### config.mk
export PLATFORM = sky130hd
export DESIGN_NAME = tmr_chan
export DESIGN_NICKNAME = d
export VERILOG_FILES = /design/src/rtl/tmr_pkg.sv /design/src/rtl/tmr_ctrl_reg.sv /design/src/rtl/tmr_prescale.sv /design/src/rtl/tmr_count_core.sv /design/src/rtl/tmr_chan.sv
export SDC_FILE = /design/constraint.sdc
export NUM_CORES = 1
export LEC_CHECK = 0
export CORE_MARGIN = 1.5
export CORE_UTILIZATION = 42
export DETAILED_ROUTE_END_ITERATION = 12
export PLACE_DENSITY = 0.79
export SYNTH_ARGS = -nofsm -noshare
export SYNTH_HDL_FRONTEND = slang
export SYNTH_SLANG_ARGS = --single-unit
### constraint.sdc
create_clock -name clk -period 3.15 [get_ports clk]
set_clock_uncertainty 0.2 [all_clocks]
set_input_delay 0.63 -clock clk [delete_from_list [all_inputs] [get_ports clk]]
set_output_delay 0.63 -clock clk [all_outputs]
set_load 0.1 [all_outputs]
### src/rtl/tmr_pkg.sv
// Shared constants and the decoded control type for the timer channel.
// Assumes a control word of eight bits; bit positions are fixed because
// software and the channel logic both decode them.
package tmr_pkg;

    localparam int CTRL_W     = 8;
    localparam int ONESHOT_BIT = 0;
    localparam int WIDE_BIT    = 1;
    localparam int PRE_LO_BIT  = 2;
    localparam int IRQEN_BIT   = 5;
    localparam int MODE_BIT    = 6;
    localparam int EN_BIT      = 7;

    localparam logic [CTRL_W-1:0] CTRL_RST  = 8'h20;
    localparam logic [CTRL_W-1:0] CTRL_MASK = 8'hEF;

    typedef struct packed {
        logic       enable;
        logic       periodic;
        logic       irq_en;
        logic [1:0] prescale;
        logic       wide;
        logic       oneshot;
    } tmr_cfg_t;

endpackage

### src/rtl/tmr_ctrl_reg.sv
// Control register of the timer channel.
// Holds the masked control word, decodes it into fields and flags a write
// that changes the prescale code. Assumes one-cycle write strobes.
module tmr_ctrl_reg
    import tmr_pkg::*;
#(
    parameter int CNT_W = 32
) (
    input  logic              clk,
    input  logic              rst_n,
    input  logic              ctrl_wr,
    input  logic [CTRL_W-1:0] wdata,
    output tmr_cfg_t          cfg,
    output logic [CNT_W-1:0]  ctrl_word,
    output logic              pre_chg
);

    logic [CTRL_W-1:0] ctrl_q;

    // Store the written control word with reserved bits forced to zero.
    always_ff @(posedge clk) begin
        if (!rst_n) begin
            ctrl_q <= CTRL_RST;
        end else if (ctrl_wr) begin
            ctrl_q <= wdata & CTRL_MASK;
        end
    end

    // Split the stored word into named fields.
    always_comb begin
        cfg.enable   = ctrl_q[EN_BIT];
        cfg.periodic = ctrl_q[MODE_BIT];
        cfg.irq_en   = ctrl_q[IRQEN_BIT];
        cfg.prescale = ctrl_q[PRE_LO_BIT +: 2];
        cfg.wide     = ctrl_q[WIDE_BIT];
        cfg.oneshot  = ctrl_q[ONESHOT_BIT];
    end

    assign ctrl_word = CNT_W'(ctrl_q);
    assign pre_chg   = ctrl_wr && (wdata[PRE_LO_BIT +: 2] != ctrl_q[PRE_LO_BIT +: 2]);

    // a write leaves no reserved bit set in the stored word
    a_r2_reserved_clear: assert property (@(posedge clk) disable iff (!rst_n)
        ctrl_wr |=> (ctrl_q[4] == 1'b0));

endmodule

### src/rtl/tmr_prescale.sv
// Tick prescaler of the timer channel.
// Counts tick enables and emits one step per 1, 2**MID_LOG2 or 2**HI_LOG2
// ticks. The phase restarts while the counter is not running or when the
// prescale code changes.
module tmr_prescale #(
    parameter int MID_LOG2 = 4,
    parameter int HI_LOG2  = 8
) (
    input  logic       clk,
    input  logic       rst_n,
    input  logic       tick_en,
    input  logic       active,
    input  logic       restart,
    input  logic [1:0] code,
    output logic       step
);

    localparam logic [HI_LOG2-1:0] MID_TERM = HI_LOG2'((1 << MID_LOG2) - 1);

    logic [HI_LOG2-1:0] pre_q;
    logic [HI_LOG2-1:0] term;

    // Pick the terminal phase for the selected ratio.
    always_comb begin
        case (code)
            2'b00:   term = '0;
            2'b01:   term = MID_TERM;
            default: term = '1;
        endcase
    end

    assign step = active && tick_en && (pre_q == term);

    // Advance the phase on each tick and wrap after a step.
    always_ff @(posedge clk) begin
        if (!rst_n || restart || !active) begin
            pre_q <= '0;
        end else if (tick_en) begin
            pre_q <= step ? '0 : pre_q + HI_LOG2'(1);
        end
    end

    // a step only happens on a tick of a running counter
    a_r4_step_needs_tick: assert property (@(posedge clk) disable iff (!rst_n)
        step |-> (tick_en && active));

endmodule

### src/rtl/tmr_count_core.sv
// Count, limit and expiry logic of the timer channel.
// Applies load writes and prescaled steps, handles reload, wrap, the
// one-shot stop and the raw expiry flag. Assumes at most one write strobe
// per cycle.
module tmr_count_core
    import tmr_pkg::*;
#(
    parameter int CNT_W = 32
) (
    input  logic             clk,
    input  logic             rst_n,
    input  logic             step,
    input  logic             load_wr,
    input  logic             bgload_wr,
    input  logic             ctrl_wr,
    input  logic             int_clr,
    input  logic [CNT_W-1:0] wdata,
    input  logic             en,
    input  logic             periodic,
    input  logic             wide,
    input  logic             oneshot,
    output logic [CNT_W-1:0] value,
    output logic [CNT_W-1:0] load_val,
    output logic             raw_irq,
    output logic             active
);

    localparam int HALF_W = CNT_W / 2;

    logic [CNT_W-1:0]  cnt_q;
    logic [CNT_W-1:0]  load_q;
    logic [CNT_W-1:0]  cnt_step;
    logic [HALF_W-1:0] lo;
    logic [HALF_W-1:0] hi;
    logic              halted_q;
    logic              raw_q;
    logic              at_zero;
    logic              at_one;
    logic              hit_zero;
    logic              wr_zero;

    assign lo = cnt_q[HALF_W-1:0];
    assign hi = cnt_q[CNT_W-1:HALF_W];

    // Work out the count after one step in the current width and mode.
    always_comb begin
        at_zero = (lo == '0) && (!wide || hi == '0);
        at_one  = (lo == HALF_W'(1)) && (!wide || hi == '0);
        if (at_zero) begin
            if (periodic) begin
                cnt_step = wide ? load_q : {hi, load_q[HALF_W-1:0]};
            end else begin
                cnt_step = wide ? '1 : {hi, {HALF_W{1'b1}}};
            end
        end else begin
            cnt_step = wide ? cnt_q - CNT_W'(1) : {hi, lo - HALF_W'(1)};
        end
        hit_zero = step && at_one;
        wr_zero  = wide ? (wdata == '0) : (wdata[HALF_W-1:0] == '0);
    end

    // Update count, limit and stop state from writes and steps.
    always_ff @(posedge clk) begin
        if (!rst_n) begin
            cnt_q    <= '1;
            load_q   <= '0;
            halted_q <= 1'b0;
        end else begin
            if (load_wr) begin
                cnt_q  <= wdata;
                load_q <= wdata;
                if (periodic) begin
                    halted_q <= wr_zero;
                end
            end else begin
                if (bgload_wr) begin
                    load_q <= wdata;
                end
                if (step) begin
                    cnt_q <= cnt_step;
                end
                if (hit_zero && oneshot) begin
                    halted_q <= 1'b1;
                end
            end
            if (ctrl_wr && wdata[EN_BIT]) begin
                halted_q <= 1'b0;
            end
        end
    end

    // Raise the expiry flag on reaching zero; clear it on request.
    always_ff @(posedge clk) begin
        if (!rst_n) begin
            raw_q <= 1'b0;
        end else if (hit_zero) begin
            raw_q <= 1'b1;
        end else if (int_clr) begin
            raw_q <= 1'b0;
        end
    end

    assign value    = cnt_q;
    assign load_val = load_q;
    assign raw_irq  = raw_q;
    assign active   = en && !halted_q;

    // a count load copies the data into both count and limit
    a_r3_load_copies: assert property (@(posedge clk) disable iff (!rst_n)
        load_wr |=> (cnt_q == $past(wdata)) && (load_q == $past(wdata)));

    // a background load without a step leaves the count alone
    a_r3_bg_keeps_count: assert property (@(posedge clk) disable iff (!rst_n)
        (bgload_wr && !step) |=> ($stable(cnt_q) && load_q == $past(wdata)));

    // a disabled channel holds its count unless loaded
    a_r10_idle_holds: assert property (@(posedge clk) disable iff (!rst_n)
        (!en && !load_wr) |=> $stable(cnt_q));

    // an expired one-shot channel does not move
    a_r8_oneshot_parks: assert property (@(posedge clk) disable iff (!rst_n)
        (halted_q && !load_wr) |=> $stable(cnt_q));

    // the flag only rises with the in-width count at zero
    a_r6_rise_at_zero: assert property (@(posedge clk) disable iff (!rst_n)
        ($rose(raw_q) && !$past(load_wr) && !$past(ctrl_wr)) |-> at_zero);

    // a clear without a concurrent step drops the flag
    a_r6_clear_drops: assert property (@(posedge clk) disable iff (!rst_n)
        (int_clr && !step) |=> !raw_q);

endmodule

### src/rtl/tmr_chan.sv
// Top of one programmable timer channel.
// Joins the control register, the tick prescaler and the count core, and
// forms the masked interrupt. Assumes one clock with a tick enable and a
// decoder that raises one write strobe per cycle.
module tmr_chan
    import tmr_pkg::*;
#(
    parameter int CNT_W    = 32,
    parameter int MID_LOG2 = 4,
    parameter int HI_LOG2  = 8
) (
    input  logic             clk,
    input  logic             rst_n,
    input  logic             tick_en,
    input  logic             load_wr,
    input  logic             bgload_wr,
    input  logic             ctrl_wr,
    input  logic             int_clr,
    input  logic [CNT_W-1:0] wdata,
    output logic [CNT_W-1:0] value_o,
    output logic [CNT_W-1:0] load_o,
    output logic [CNT_W-1:0] ctrl_o,
    output logic             raw_irq,
    output logic             masked_irq
);

    tmr_cfg_t cfg;
    logic     pre_chg;
    logic     step;
    logic     active;

    tmr_ctrl_reg #(
        .CNT_W (CNT_W)
    ) u_ctrl (
        .clk       (clk),
        .rst_n     (rst_n),
        .ctrl_wr   (ctrl_wr),
        .wdata     (wdata[CTRL_W-1:0]),
        .cfg       (cfg),
        .ctrl_word (ctrl_o),
        .pre_chg   (pre_chg)
    );

    tmr_prescale #(
        .MID_LOG2 (MID_LOG2),
        .HI_LOG2  (HI_LOG2)
    ) u_pre (
        .clk     (clk),
        .rst_n   (rst_n),
        .tick_en (tick_en),
        .active  (active),
        .restart (pre_chg),
        .code    (cfg.prescale),
        .step    (step)
    );

    tmr_count_core #(
        .CNT_W (CNT_W)
    ) u_core (
        .clk       (clk),
        .rst_n     (rst_n),
        .step      (step),
        .load_wr   (load_wr),
        .bgload_wr (bgload_wr),
        .ctrl_wr   (ctrl_wr),
        .int_clr   (int_clr),
        .wdata     (wdata),
        .en        (cfg.enable),
        .periodic  (cfg.periodic),
        .wide      (cfg.wide),
        .oneshot   (cfg.oneshot),
        .value     (value_o),
        .load_val  (load_o),
        .raw_irq   (raw_irq),
        .active    (active)
    );

    assign masked_irq = raw_irq && cfg.irq_en;

    // the masked output never shows without the raw flag
    a_r6_mask_subset: assert property (@(posedge clk) disable iff (!rst_n)
        masked_irq |-> raw_irq);

endmodule

# [Word level (Yosys, flattened, before mapping)]
# Index checks and enable logic that the tools add are counted.
[word_totals] out_inout_bits=98 regBits=81 input_bits=39
[classes] mux=17 n_addsub=3 n_eq_ne=5 bitwise=1 reduce_logical=30
[ops] op="two-way mux 32 bit" count=9
[ops] op="logical NOT 16 bit" count=3
[ops] op="logical NOT 32 bit" count=1
[ops] op="subtractor 32 x 1 -> 32 bit, second input constant" count=1
[ops] op="equality test 16 x 1 -> 1 bit, second input constant" count=1
[ops] op="one-hot mux 8 bit (2 select lines)" count=1
[ops] op="subtractor 16 x 1 -> 16 bit, second input constant" count=1
[ops] op="logical AND 1 bit" count=10
[ops] op="nonzero test 2 bit" count=5
[ops] op="adder 8 x 1 -> 8 bit, second input constant" count=1
[ops] op="equality test 8 bit" count=1
[ops] op="two-way mux 8 bit" count=1
[ops] op="two-way mux 1 bit" count=6
[ops] op="logical NOT 1 bit" count=4
[ops] op="AND reduction 2 bit" count=2
[ops] op="logical OR 1 bit" count=3
[ops] op="equality test 2 x 1 -> 1 bit, second input constant" count=1
[ops] op="logical NOT 2 bit" count=1
[ops] op="!= test 2 x 1 -> 1 bit, second input constant" count=1
[ops] op="!= test 2 bit" count=1
[ops] op="OR reduction 2 bit" count=1
[ops] op="NOT 1 bit" count=1

# [Depth between registers and ports, before layout]
[logic_depth] word_depth=8 mapped_depth=10 mapped_depth_nobuf=8

# [Cells and area by module]
# From an unflattened synthesis, not the netlist that was laid out.
[hier_totals] cells_unflattened=621 area_unflattened_um2=4904.7
[modules_own_cells] mod="tmr_count_core" area_each_um2=3927.5 instances=1 cells_per_inst=511
[modules_own_cells] mod="tmr_ctrl_reg" area_each_um2=531.8 instances=1 cells_per_inst=58
[modules_own_cells] mod="tmr_prescale" area_each_um2=439.2 instances=1 cells_per_inst=51
[modules_own_cells] mod="tmr_chan" area_each_um2=6.3 instances=1 cells_per_inst=1

# [Least setup slack after synthesis]
# OpenSTA, ideal clock, no wires.
[synth_path] kind="register to register" start="register u_core.cnt_q[1] (netlist: u_core.value[1])" end="register u_core.cnt_q[28] (netlist: u_core.value[28])" arrival_time_ns=2.785 setup_time_ns=0.141 setup_slack_ns=0.024 n_path_buf=2 stages_incl_launch_ff=10 path_cell_list="dfxtp_1 -> inv_1 -> ha_1 -> or3b_1 -> buf_2 -> or3_4 -> buf_6 -> o311a_1 -> a2111oi_1 -> o211ai_1"
[synth_via] elab_chain_cells=5 elab_cells_between_ends=7
[synth_lines] item="from (decl)" line_no="tmr_count_core.sv:30" source="logic [CNT_W-1:0] cnt_q;"
[synth_lines] item="from (signal assigned)" line_no="tmr_count_core.sv:70" source="cnt_q <= wdata;"
[synth_lines] item="from (signal assigned)" line_no="tmr_count_core.sv:80" source="cnt_q <= cnt_step;"
[synth_lines] item="subtractor 32 x 1 -> 32 bit or logical NOT 16 bit (tied branches)" line_no="tmr_count_core.sv:56, tmr_count_core.sv:47"
[synth_lines] item="two-way mux 32 bit or logical AND 1 bit (tied branches)" line_no="tmr_count_core.sv:56, tmr_count_core.sv:47"
[synth_lines] item="two-way mux 32 bit *" line_no="tmr_count_core.sv:49" source="if (at_zero) begin"
[synth_lines] item="two-way mux 32 bit *" line_no="tmr_count_core.sv:79" source="if (step) begin"
[synth_lines] item="two-way mux 32 bit *" line_no="tmr_count_core.sv:69" source="if (load_wr) begin"
# Every way passes the cells marked *; elsewhere a longest branch is shown, timed or not. The select of a mux whose other input is x is not followed.
# A chain may end at the register's enable or synchronous reset.

# [Worst setup path in the final report]
[layout_path] start="register u_core.cnt_q[0] (netlist: u_core.value[0])" end="register u_core.cnt_q[9] (netlist: u_core.value[9])"
[layout_via] elab_chain_cells=5 elab_cells_between_ends=8
[layout_lines] item="subtractor 32 x 1 -> 32 bit (tied with other cells)" line_no="tmr_count_core.sv:56" source="cnt_step = wide ? cnt_q - CNT_W'(1) : {hi, lo - HALF_W'(1)};"
[layout_lines] item="two-way mux 32 bit or logical AND 1 bit (tied branches)" line_no="tmr_count_core.sv:56, tmr_count_core.sv:47"
[layout_lines] item="two-way mux 32 bit *" line_no="tmr_count_core.sv:49"
[layout_lines] item="two-way mux 32 bit *" line_no="tmr_count_core.sv:79"
[layout_lines] item="two-way mux 32 bit *" line_no="tmr_count_core.sv:69"
# Marked as above.

==> run summary <==
Register Area: 1620 sq um
Sequential Power Share: 0.371
Hold Crit Class: flip-flop to flip-flop
setup_tns: 0 ns
XOR/XNOR share of the synthesized area: 0.0470
Slew Viols, Final: 0
post-synth top area cell: dfxtp_1
PwrDens: 512 nW/um^2
vias post-DR: 5180
CTS tree: yes
Post-Synth Simple-Gate Area: 0.264
Root Driver: clkbuf_16
CORE AREA: 11300 sq um
Fmax: 360 MHz
worst endpoint required time: 3.19 ns
WP data arrival: 2.82 ns
dpl cells: 859
placed cell area: 5910 sq um
Rows: 39
largest family of logic cells by synthesized area: simple AND/OR/NAND/NOR gates
vias per inst: 5.92
Post-Layout Cell Count: 875
Avg Inst Size Synth: 7.86 sq um
IO Pins: 137
Crit Path Max Fanout: 13
worst vdd ir: 0.000266 V
commonest cells in the netlist: nand2_1 (113), dfxtp_1 (81), a21boi_0 (34), clkbuf_1 (34), buf_4 (29)
relative slew slack: 0.470
Synth Cell Area: 4840 sq um
CP top delay family: simple AND/OR/NAND/NOR gates
worst hold start: u_core.load_val[4]
status: finished, final reports clean
Yosys top cell area share: 0.335
multi-input logic area: 2920 sq um
final global-route overflow total: 0
r2r startpoint: u_core.value[0]
gpl congestion: 0.927
total clock sinks: 81
DIE HEIGHT: 110 microns
Detailed Route WL: 15600 microns
most common cell in the netlist: nand2_1
antenna cell count: 0
post-synthesis compound-gate area fraction: 0.244
sw frac: 0.401
# H-tree levels: 3
#FFs+latches synth: 81
endpoint of the worst hold path: u_core.load_val[4]
DRC Markers: 0
max-cap violations: 0
Nets: 769
Finished Cell Area: 6180 sq um
Post-synth ARST share: 0
vias in the first global route: 4859
Die Wd: 110 microns
Gates resized, CTS repair: 0
Post-synth EDFFs: 0
Worst Tran Pin Value: 0.794 ns
Reg2Reg Setup Slack: 0.37 ns
layout cells sized above 1: 0.183
metal3 WL: 1330 microns
post-synthesis sequential area ratio: 0.335
Worst path max stage delay: 0.45 ns
dpl hpwl: 11800 microns
I/O Buffers: 111
r2r worst-path depth: 8
Iter 0 DRT Violations: 363
met2 WL: 7450 microns
GR Util All Layers: 0.264
cts hold-fix bufs: 0
Post-CTS Setup Repair Bufs: 0
largest net degree at the start of global routing: 36
Worst Setup End Kind: flip-flop
Syn Inst Count: 616
fin crit period: 2.78 ns
antenna viol nets, final: 0
Gate power share: 0.317
CP bufs+invs: 1
wire length on met1: 6360 microns
Reg clk slew, reported paths: 0.06 ns
first-pass GRT wire length: 24900 microns
wire per inst: 17.8 microns
area grow syn2layout: 27.7%
Critical Path Source Type: flip-flop
Worst Hold Path Cells: 2
post-synthesis adder-cell area fraction: 0.00775
fill count: 1088
Psw: 1.27 mW
Tcrit/Tclk final: 0.883
Final setup viols: 0
Top Layer Used: met4
die area: 12200 sq um
Skew-Pair Late Insertion Delay: 0.35 ns
P_int: 1.89 mW
Netlist cell types: 60
clock network fraction of total power: 0.312
RR Endpoint: u_core.value[9]
crit-path cells: inv_1 > ha_1 > or3b_1 > or3_4 > nor2_4 > nand2_1 > or3_1 > a31o_2
post-synthesis mux area share: 0.0186
initial antenna violation count: 0
Synth Flop Type: dfxtp_1
P_leak: 2.41 nW
Final Hold Fails: 0
critical path's slowest cell: or3_4
Detailed Routing Iterations Pass 1: 5
largest buffer count on any clock path: 2
Hold WS: 0.279 ns
Synth Warn #: 0
Synth area leaders: dfxtp_1 (33%), nand2_1 (8.8%), a21boi_0 (5.3%)
RSZ-0062 raised after global routing: false
CTS Buf Count: 9
starting density of the core: 0.428
kind of critical path: flip-flop to flip-flop
-- area by class of cell --
type,instances,share of cell area
well taps,143,0.0289
multi-input cells,485,0.472
clock buffers,14,0.0427
flip-flops and latches,81,0.262
clock inverters,2,0.00202
repair buffers,143,0.188
inverters,7,0.00425
-- logic make-up (layout without fill, tap and decap cells) --
kind of cell / after synthesis / count (layout)
AND/OR/NAND/NOR: 258 / 258
AO/OA/AOI/OAI: 164 / 164
flip-flops: 81 / 81
buffers and inverters: 74 / 166
XOR/XNOR: 26 / 26
multiplexers: 9 / 9
adder cells (fa/ha/maj): 3 / 3
other: 1 / 25
-- per-stage QoR --
step	total power, mW	utilization	setup slack (ns)
finish	3.16	0.546	0.370
global route	3.26	0.546	0.251
CTS	3.17	0.546	0.382
detailed placement	2.19	0.522	0.248
global placement	2.18	0.522	0.299
floorplan	1.97	-	0.0238
-- layer usage --
layer,vias to the layer above,track usage
met4,0,0.118
li1,2408,-
met5,-,0
met3,39,0.0382
met2,275,0.426
met1,2458,0.350
-- power by group through the flow --
stage          logic, mW  clock network (mW)  registers [mW]
2_1_floorplan      0.384                   0            1.58
3_3_place_gp       0.989                   0            1.19
3_5_place_dp       0.997                   0            1.19
4_1_cts             1.00               0.996            1.17
5_1_grt             1.05                1.03            1.18
6_report            1.00               0.987            1.17
-- worst register-to-register path, cell delays in order, from the launching register on --
cell	delay, ns
dfxtp_1	0.37
inv_1	0.09
ha_1	0.18
or3b_1	0.41
or3_4	0.45
nor2_4	0.15
nand2_1	0.21
or3_1	0.37
a31o_2	0.24
-- how the worst max path moves through the flow --
| stage | startpoint | end | slack (ns) | depth (start not counted) |
|---|---|---|---|---|
| global placement | tick_en | u_core.halted_q | 0.30 | 6 |
| CTS | u_core.value[0] | u_core.value[9] | 0.38 | 8 |
| detailed placement | tick_en | u_core.halted_q | 0.25 | 6 |
| floorplan | u_core.value[1] | u_core.value[28] | 0.02 | 9 |
| global route | u_core.value[1] | u_core.value[1] | 0.25 | 8 |
| finish | u_core.value[0] | u_core.value[9] | 0.37 | 8 |
-- cells in the final DEF, fill, tap and decap left out, types with 14 or more instances in the layout --
cell type,instances
or3_1,14
dfxtp_1,81
a21oi_1,15
a21boi_0,34
nor3_1,24
o211ai_1,25
o21ai_0,20
xnor2_1,14
buf_4,105
nor2_1,21
nand2_1,113
clkdlybuf4s50_1,37
nor4_1,19
conb_1,25
-- registers in the layout, indices dropped and copies added, names as in the netlist --
signal	cells
u_core.halted_q	1
u_core.load_val	32
u_core.raw_irq	1
u_core.value	32
u_ctrl.ctrl_q	7
u_pre.pre_q	8
No activity file was read; power rests on OpenSTA's default activity.
